`config.mk`:
```
export PLATFORM = sky130hd
export DESIGN_NAME = mc_core
export DESIGN_NICKNAME = d
export VERILOG_FILES = /design/src/rtl/mc_pkg.sv /design/src/rtl/mc_alu.sv /design/src/rtl/mc_regfile.sv /design/src/rtl/mc_ctrl.sv /design/src/rtl/mc_core.sv
export SDC_FILE = /design/constraint.sdc
export NUM_CORES = 2
export LEC_CHECK = 0
export BUFFER_PORTS_ARGS = -buffer_cell sky130_fd_sc_hd__buf_4
export CELL_PAD_IN_SITES_DETAIL_PLACEMENT = 2
export CELL_PAD_IN_SITES_GLOBAL_PLACEMENT = 2
export CORE_MARGIN = 5
export CORE_UTILIZATION = 51
export CTS_CLUSTER_DIAMETER = 30
export CTS_CLUSTER_SIZE = 28
export DETAILED_ROUTE_END_ITERATION = 7
export PLACE_DENSITY_LB_ADDON = 0.1
export SLEW_MARGIN = 25
export SYNTH_ARGS = -nofsm -noshare
export SYNTH_HDL_FRONTEND = slang
export SYNTH_SLANG_ARGS = --single-unit
```
`constraint.sdc`:
```
create_clock -name clk -period 13.3 [get_ports clk]
set_input_delay 0 -clock clk [delete_from_list [all_inputs] [get_ports clk]]
set_output_delay 0 -clock clk [all_outputs]
set_load 0.05 [all_outputs]
```
`src/rtl/mc_pkg.sv`:
```
package mc_pkg;

   localparam logic [5:0] OP_LOAD  = 6'h23;
   localparam logic [5:0] OP_STORE = 6'h2B;
   localparam logic [5:0] OP_REG   = 6'h00;
   localparam logic [5:0] OP_BEQ   = 6'h04;
   localparam logic [5:0] FN_ADD   = 6'h20;

   typedef enum logic [3:0] {
      ST_FETCH,
      ST_DECODE,
      ST_ADDR,
      ST_MEMRD,
      ST_LDWB,
      ST_MEMWR,
      ST_EXEC,
      ST_ALUWB,
      ST_BRANCH
   } mc_state_e;

   typedef enum logic       { AMUX_PC, AMUX_RA } amux_e;
   typedef enum logic [1:0] { BMUX_STEP, BMUX_IMM, BMUX_BROFF, BMUX_RB } bmux_e;
   typedef enum logic       { ALU_ADD, ALU_SUB } aluop_e;
   typedef enum logic       { PCSEL_ALU, PCSEL_TGT } pcsel_e;

   typedef struct packed {
      logic   addr_data;   // 1: memory addressed by latched ALU result
      logic   mem_we;
      logic   ir_en;
      logic   mdr_en;
      logic   pc_en;
      pcsel_e pc_sel;
      logic   tgt_en;
      logic   opnd_en;
      logic   res_en;
      logic   rf_we;
      logic   rf_dst_rd;
      logic   rf_from_mdr;
      amux_e  amux;
      bmux_e  bmux;
      aluop_e aluop;
   } mc_ctrl_t;

endpackage

```
`src/rtl/mc_alu.sv`:
```
module mc_alu
   import mc_pkg::*;
#(
   parameter int W = 32
) (
   input  logic [W-1:0] a,
   input  logic [W-1:0] b,
   input  aluop_e       op,
   output logic [W-1:0] y,
   output logic         zero
);

   logic [W-1:0] b_eff;
   logic         cin;

   always_comb begin
      b_eff = (op == ALU_SUB) ? ~b : b;
      cin   = (op == ALU_SUB);
      y     = a + b_eff + W'(cin);
      zero  = (y == '0);
   end

endmodule

```
`src/rtl/mc_regfile.sv`:
```
module mc_regfile #(
   parameter int W        = 32,
   parameter int DEPTH    = 32,
   parameter int NRD      = 2,
   parameter bit ZERO_REG = 1'b1,
   localparam int AW      = $clog2(DEPTH)
) (
   input  logic                    clk,
   input  logic                    we,
   input  logic [AW-1:0]           wa,
   input  logic [W-1:0]            wd,
   input  logic [NRD-1:0][AW-1:0]  ra,
   output logic [NRD-1:0][W-1:0]   rd
);

   logic [W-1:0] regs [DEPTH];
   logic         wr_ok;

   assign wr_ok = we && (!ZERO_REG || (wa != '0));

   always_ff @(posedge clk) begin
      if (wr_ok) regs[wa] <= wd;
   end

   for (genvar p = 0; p < NRD; p++) begin : g_rd
      if (ZERO_REG) begin : g_zero
         assign rd[p] = (ra[p] == '0) ? '0 : regs[ra[p]];
      end else begin : g_plain
         assign rd[p] = regs[ra[p]];
      end
   end

endmodule

```
`src/rtl/mc_ctrl.sv`:
```
module mc_ctrl
   import mc_pkg::*;
(
   input  logic      clk,
   input  logic      rst_n,
   input  logic [5:0] opcode,
   input  logic [5:0] funct,
   input  logic      alu_zero,
   output mc_state_e state_o,
   output mc_ctrl_t  ctl_o
);

   mc_state_e state_q, state_d;

   always_ff @(posedge clk or negedge rst_n) begin
      if (!rst_n) state_q <= ST_FETCH;
      else        state_q <= state_d;
   end

   always_comb begin
      ctl_o   = '0;
      state_d = ST_FETCH;
      unique case (state_q)
         ST_FETCH: begin
            ctl_o.ir_en  = 1'b1;
            ctl_o.pc_en  = 1'b1;
            ctl_o.pc_sel = PCSEL_ALU;
            ctl_o.amux   = AMUX_PC;
            ctl_o.bmux   = BMUX_STEP;
            ctl_o.aluop  = ALU_ADD;
            state_d      = ST_DECODE;
         end
         ST_DECODE: begin
            ctl_o.opnd_en = 1'b1;
            ctl_o.tgt_en  = 1'b1;
            ctl_o.amux    = AMUX_PC;
            ctl_o.bmux    = BMUX_BROFF;
            ctl_o.aluop   = ALU_ADD;
            if (opcode == OP_LOAD || opcode == OP_STORE) state_d = ST_ADDR;
            else if (opcode == OP_BEQ)                    state_d = ST_BRANCH;
            else if (opcode == OP_REG && funct == FN_ADD) state_d = ST_EXEC;
            else                                          state_d = ST_FETCH;
         end
         ST_ADDR: begin
            ctl_o.res_en = 1'b1;
            ctl_o.amux   = AMUX_RA;
            ctl_o.bmux   = BMUX_IMM;
            ctl_o.aluop  = ALU_ADD;
            state_d      = (opcode == OP_LOAD) ? ST_MEMRD : ST_MEMWR;
         end
         ST_MEMRD: begin
            ctl_o.addr_data = 1'b1;
            ctl_o.mdr_en    = 1'b1;
            state_d         = ST_LDWB;
         end
         ST_LDWB: begin
            ctl_o.rf_we       = 1'b1;
            ctl_o.rf_from_mdr = 1'b1;
            ctl_o.rf_dst_rd   = 1'b0;
            state_d           = ST_FETCH;
         end
         ST_MEMWR: begin
            ctl_o.addr_data = 1'b1;
            ctl_o.mem_we    = 1'b1;
            state_d         = ST_FETCH;
         end
         ST_EXEC: begin
            ctl_o.res_en = 1'b1;
            ctl_o.amux   = AMUX_RA;
            ctl_o.bmux   = BMUX_RB;
            ctl_o.aluop  = ALU_ADD;
            state_d      = ST_ALUWB;
         end
         ST_ALUWB: begin
            ctl_o.rf_we     = 1'b1;
            ctl_o.rf_dst_rd = 1'b1;
            state_d         = ST_FETCH;
         end
         ST_BRANCH: begin
            ctl_o.amux   = AMUX_RA;
            ctl_o.bmux   = BMUX_RB;
            ctl_o.aluop  = ALU_SUB;
            ctl_o.pc_sel = PCSEL_TGT;
            ctl_o.pc_en  = alu_zero;
            state_d      = ST_FETCH;
         end
         default: state_d = ST_FETCH;
      endcase
   end

   assign state_o = state_q;

endmodule

```
`src/rtl/mc_core.sv`:
```
module mc_core
   import mc_pkg::*;
#(
   parameter int              XLEN     = 32,
   parameter int              NREGS    = 32,
   parameter logic [31:0]     RESET_PC = 32'h0,
   parameter int              PC_STEP  = 4,
   parameter bit              ZERO_REG = 1'b1,
   localparam int             RA_W     = $clog2(NREGS),
   localparam int             IMM_W    = 16,
   localparam int             BR_SHL   = 2,
   localparam int             EXT_W    = XLEN - IMM_W
) (
   input  logic            clk,
   input  logic            rst_n,
   output logic [XLEN-1:0] mem_addr,
   output logic [XLEN-1:0] mem_wdata,
   output logic            mem_we,
   input  logic [XLEN-1:0] mem_rdata
);

   initial begin : elab_checks
      assert (XLEN == 32)
         else $error("mc_core: instruction fields need XLEN of 32");
      assert (NREGS == (1 << RA_W) && RA_W <= 5)
         else $error("mc_core: NREGS must be a power of two up to 32");
      assert (PC_STEP > 0 && PC_STEP < (1 << IMM_W))
         else $error("mc_core: PC_STEP out of range");
   end

   mc_ctrl_t  ctl;
   mc_state_e state_w;

   logic [XLEN-1:0] pc_q, ir_q, mdr_q, opa_q, opb_q, res_q, tgt_q;
   logic [XLEN-1:0] alu_a, alu_b, alu_y;
   logic            alu_zero;
   logic [XLEN-1:0] imm_sx, br_off;
   logic [5:0]      op_w, fn_w;
   logic [4:0]      rs_w, rt_w, rd_w;
   logic [1:0][RA_W-1:0] rf_ra;
   logic [1:0][XLEN-1:0] rf_rd;
   logic [RA_W-1:0] rf_wa;
   logic [XLEN-1:0] rf_wd;

   assign op_w   = ir_q[31:26];
   assign rs_w   = ir_q[25:21];
   assign rt_w   = ir_q[20:16];
   assign rd_w   = ir_q[15:11];
   assign fn_w   = ir_q[5:0];
   assign imm_sx = {{EXT_W{ir_q[IMM_W-1]}}, ir_q[IMM_W-1:0]};
   assign br_off = imm_sx << BR_SHL;

   mc_ctrl u_ctrl (
      .clk      (clk),
      .rst_n    (rst_n),
      .opcode   (op_w),
      .funct    (fn_w),
      .alu_zero (alu_zero),
      .state_o  (state_w),
      .ctl_o    (ctl)
   );

   always_comb begin
      alu_a = (ctl.amux == AMUX_PC) ? pc_q : opa_q;
      unique case (ctl.bmux)
         BMUX_STEP:  alu_b = XLEN'(PC_STEP);
         BMUX_IMM:   alu_b = imm_sx;
         BMUX_BROFF: alu_b = br_off;
         default:    alu_b = opb_q;
      endcase
   end

   mc_alu #(.W(XLEN)) u_alu (
      .a    (alu_a),
      .b    (alu_b),
      .op   (ctl.aluop),
      .y    (alu_y),
      .zero (alu_zero)
   );

   assign rf_ra[0] = rs_w[RA_W-1:0];
   assign rf_ra[1] = rt_w[RA_W-1:0];
   assign rf_wa    = ctl.rf_dst_rd ? rd_w[RA_W-1:0] : rt_w[RA_W-1:0];
   assign rf_wd    = ctl.rf_from_mdr ? mdr_q : res_q;

   mc_regfile #(
      .W        (XLEN),
      .DEPTH    (NREGS),
      .NRD      (2),
      .ZERO_REG (ZERO_REG)
   ) u_rf (
      .clk (clk),
      .we  (ctl.rf_we),
      .wa  (rf_wa),
      .wd  (rf_wd),
      .ra  (rf_ra),
      .rd  (rf_rd)
   );

   always_ff @(posedge clk or negedge rst_n) begin
      if (!rst_n) begin
         pc_q  <= RESET_PC;
         ir_q  <= '0;
         mdr_q <= '0;
         opa_q <= '0;
         opb_q <= '0;
         res_q <= '0;
         tgt_q <= '0;
      end else begin
         if (ctl.pc_en)   pc_q  <= (ctl.pc_sel == PCSEL_TGT) ? tgt_q : alu_y;
         if (ctl.ir_en)   ir_q  <= mem_rdata;
         if (ctl.mdr_en)  mdr_q <= mem_rdata;
         if (ctl.opnd_en) begin
            opa_q <= rf_rd[0];
            opb_q <= rf_rd[1];
         end
         if (ctl.res_en)  res_q <= alu_y;
         if (ctl.tgt_en)  tgt_q <= alu_y;
      end
   end

   assign mem_addr  = ctl.addr_data ? res_q : pc_q;
   assign mem_wdata = opb_q;
   assign mem_we    = ctl.mem_we;

endmodule

```
==> impl_metrics.tcl <==
set metrics [dict create \
    fin_cells 5847 \
    yosysWarnings 0 \
    hp-class "in2reg" \
    vdd_drop_max_v 0.0002254 \
    synthAdderAreaFrac_pct 0.6587 \
    dp_cells 5246 \
    synth_edf_count 1024 \
    cts.sinks 1252 \
    post_cts_resized 0 \
    multi_input_area_um2 22920 \
    dieWidth_um 353.1 \
    wl_um 325200 \
    finalCritPeriodShare_pct 59.07 \
    vias_per_cell 8.445 \
    cpPeakStageDelay_ns 1.00 \
    grt_pass1_wl_um 417900 \
    netlist_area_um2 60020 \
    met2_length_um 141200 \
    period_needed_ns 7.856 \
    cts_tree "done" \
    gr-usage-all-layers_pct 48.08 \
    postCtsSetupBuffers 0 \
    start_kind "flip-flop" \
    fin_skew_ns 0.1183 \
    yosysUniqueCellTypes 77 \
    yosys.area_share.simple_pct 4.186 \
    row_count 125 \
    grt_pass1_vias 49017 \
    clockRootBuffer "clkbuf_16" \
    synth_xor_area_share_pct 0.3919 \
    numCtsBuffers 291 \
    status "finished clean" \
    synth_compound_area_share_pct 7.159 \
    relSlewSlack_pct 18.47 \
    ys_ff_latch 1252 \
    cts.path.max_buffers 4 \
    leakage_nw 26.32 \
    fin_tns_setup_ns 0 \
    seq_area_um2 36490 \
    cts.reportedPaths.clkPinSlew_ns 0.06 \
    portBuffers 98 \
    final_nets 4154 \
    synth.avg_cell_area_um2 15.79 \
    cp.required_ns 14.04 \
    met3WireLength_um 48040 \
    dieArea_um2 124600 \
    m1WireLength_um 101100 \
    maxSlewViolCount 0 \
    grt_max_degree 139 \
    netlist_top_cells_area "edfxtp_1 51%, mux4_2 17%, dfrtp_1 9.5%, mux2i_1 3.8%, mux2_2 3.5%" \
    path_cells "or3b_1, nor2_4, buf_4, nor2_4, mux2_2, ha_1, nor2b_1, o2111ai_1, a21boi_0, nor4_1, a311oi_1, nor4bb_1, nand4_1, or4b_1, nor4_2, a31oi_4, buf_4, mux2_4" \
    via_count 49380 \
    final_common_cell "edfxtp_1" \
    max_freq_mhz 127.3 \
    gp_congestion 0.8752 \
    fp.dieH_um 353.1 \
    most-common-layout-cells "1024 x edfxtp_1, 451 x mux4_2, 298 x clkbuf_16" \
    cp-end-kind "flip-flop" \
    yosysTopAreaCell "edfxtp_1" \
    setup_violations 0 \
    antenna_found_initial 27 \
    synthFlopType "edfxtp_1" \
    worstPathMaxFanout 85 \
    place_ws_ns 5.883 \
    remaining_drc_errors 0 \
    routed.top_layer "met5" \
    worstPathArrival_ns 8.59 \
    areaGrowthSynthToFinish_pct 22.36 \
    first_iter_violations 9873 \
    power_density_nw_per_um2 317.4 \
    critPathTopFamily "simple AND/OR/NAND/NOR gates" \
    criticalPathCategory "reg2reg" \
    initial_core_util_pct 51.51 \
    cap_violations 0 \
    synth_cells 3802 \
    crit_buf_inv 2 \
    htree_levels 5 \
    synth.mux.area_fraction_pct 24.93 \
    worst_slew_pin_slew_ns 1.223 \
    setup_ws_ns 5.444 \
    wl_per_cell_um 55.61 \
    yosysTopAreaCellShare_pct 51.23 \
    async_flop_share_pct 18.21 \
    core_region_area_um2 116500 \
    hold_viol 0 \
    io_pins 99 \
    place_hpwl_um 134400 \
    synth_top_family_by_area "multiplexers" \
    ys_seq_area_share_pct 60.74 \
    nFillCells 9296 \
    detail-route-antenna-nets 0 \
    dr.pass1.iters 6 \
    total_power_mw 23.31 \
    clock_latency_ns 0.98 \
    slowest_stage "nor2_4" \
    grt-ovfl-total 0 \
    worst_hold_slack_ns 0.05668 \
    drive_gt1_share_pct 32.08 \
    rsz0062_at_grt "false" \
]
## worst min-delay path: cells and delay by family
kind	cells	cell delay, ns
buffers and inverters	2	0.71
multiplexers	1	0.21
## final cells by class
class	instances	area share [%]
clock inverter	155	2.687
multi-input combinational	2281	31.21
antenna	18	0.06133
clock buffer	354	10.60
inverter	16	0.08177
sequential	1252	49.69
tap	1524	2.596
timing repair buffer	247	3.070
## flip-flops by register name (all words and copies together), names as in the netlist
register / flops
ir_q: 32
mdr_q: 32
mem_wdata: 32
opa_q: 32
pc_q: 32
res_q: 32
tgt_q: 32
u_ctrl.state_o: 4
u_rf.regs: 1024
## power by group
part | total [mW] | switching (mW) | internal (mW) | leakage [nW]
Combinational | 9.67 | 6.43 | 3.24 | 9.27
Sequential | 5.71 | 0.749 | 4.96 | 12.3
Clock | 7.93 | 2.92 | 5.01 | 4.75
## stage by stage
| stage | cell area (µm²) | util (%) |
|---|---|---|
| finish | 73440 | 63.03 |
| global route | 73400 | 63.00 |
| CTS | 73180 | 62.80 |
| detailed placement | 62730 | 53.84 |
| global placement | 62700 | 53.81 |
| floorplan | 60140 | - |
## Yosys cell counts, drive strengths merged (4+ instances only)
cell / number
mux2i: 225
dfrtp: 228
buf: 73
nor2: 123
o21bai: 5
clkbuf: 211
inv: 16
ha: 30
nand2: 316
a21o: 15
nand4: 10
o211ai: 4
a31oi: 13
nor4: 5
and3: 8
o221ai: 65
nor3b: 6
o22ai: 68
a21oi: 207
a221oi: 5
mux2: 217
a211oi: 22
a22oi: 4
or2: 7
mux4: 451
nand3: 14
o21ai: 269
o211a: 11
and2: 4
nand2b: 9
a211o: 5
edfxtp: 1024
xor2: 11
nor3: 42
xnor2: 15
nor2b: 15
## kinds of logic after synthesis
family | Yosys count
compound gates | 722
xor+xnor | 26
fa+ha+maj | 31
buf+inv | 300
flops | 1252
mux | 893
other cells | 1
simple gates | 577
## worst paths after layout
check                      cells past startpoint                         from  slack (ns)                     to
min in group asynchronous                      4                        rst_n        0.26   mdr_q[7]$_DFFE_PN0P_
setup reg to reg                              18  u_ctrl.state_o[0]$_DFF_PN0_        5.44    pc_q[8]$_DFFE_PN0P_
max in group asynchronous                      4                        rst_n       12.01   ir_q[18]$_DFFE_PN0P_
hold / removal                                 3                mem_rdata[22]        0.06   ir_q[22]$_DFFE_PN0P_
setup / recovery                              18  u_ctrl.state_o[0]$_DFF_PN0_        5.44    pc_q[8]$_DFFE_PN0P_
hold reg to reg                                2        tgt_q[19]$_DFFE_PN0P_        0.49  tgt_q[19]$_DFFE_PN0P_
## layer usage
metal	track usage, %	up-vias
met3	16.67	2265
met1	56.96	24738
met2	74.17	6344
met4	33.46	20
met5	0	-
li1	-	16013
## what timing repair did
item	in CTS	in global routing
hold endpoints to repair	292	0
hold buffers	67	0
endpoints found under the setup margin	0	0
(Power assumes the default switching activity.)
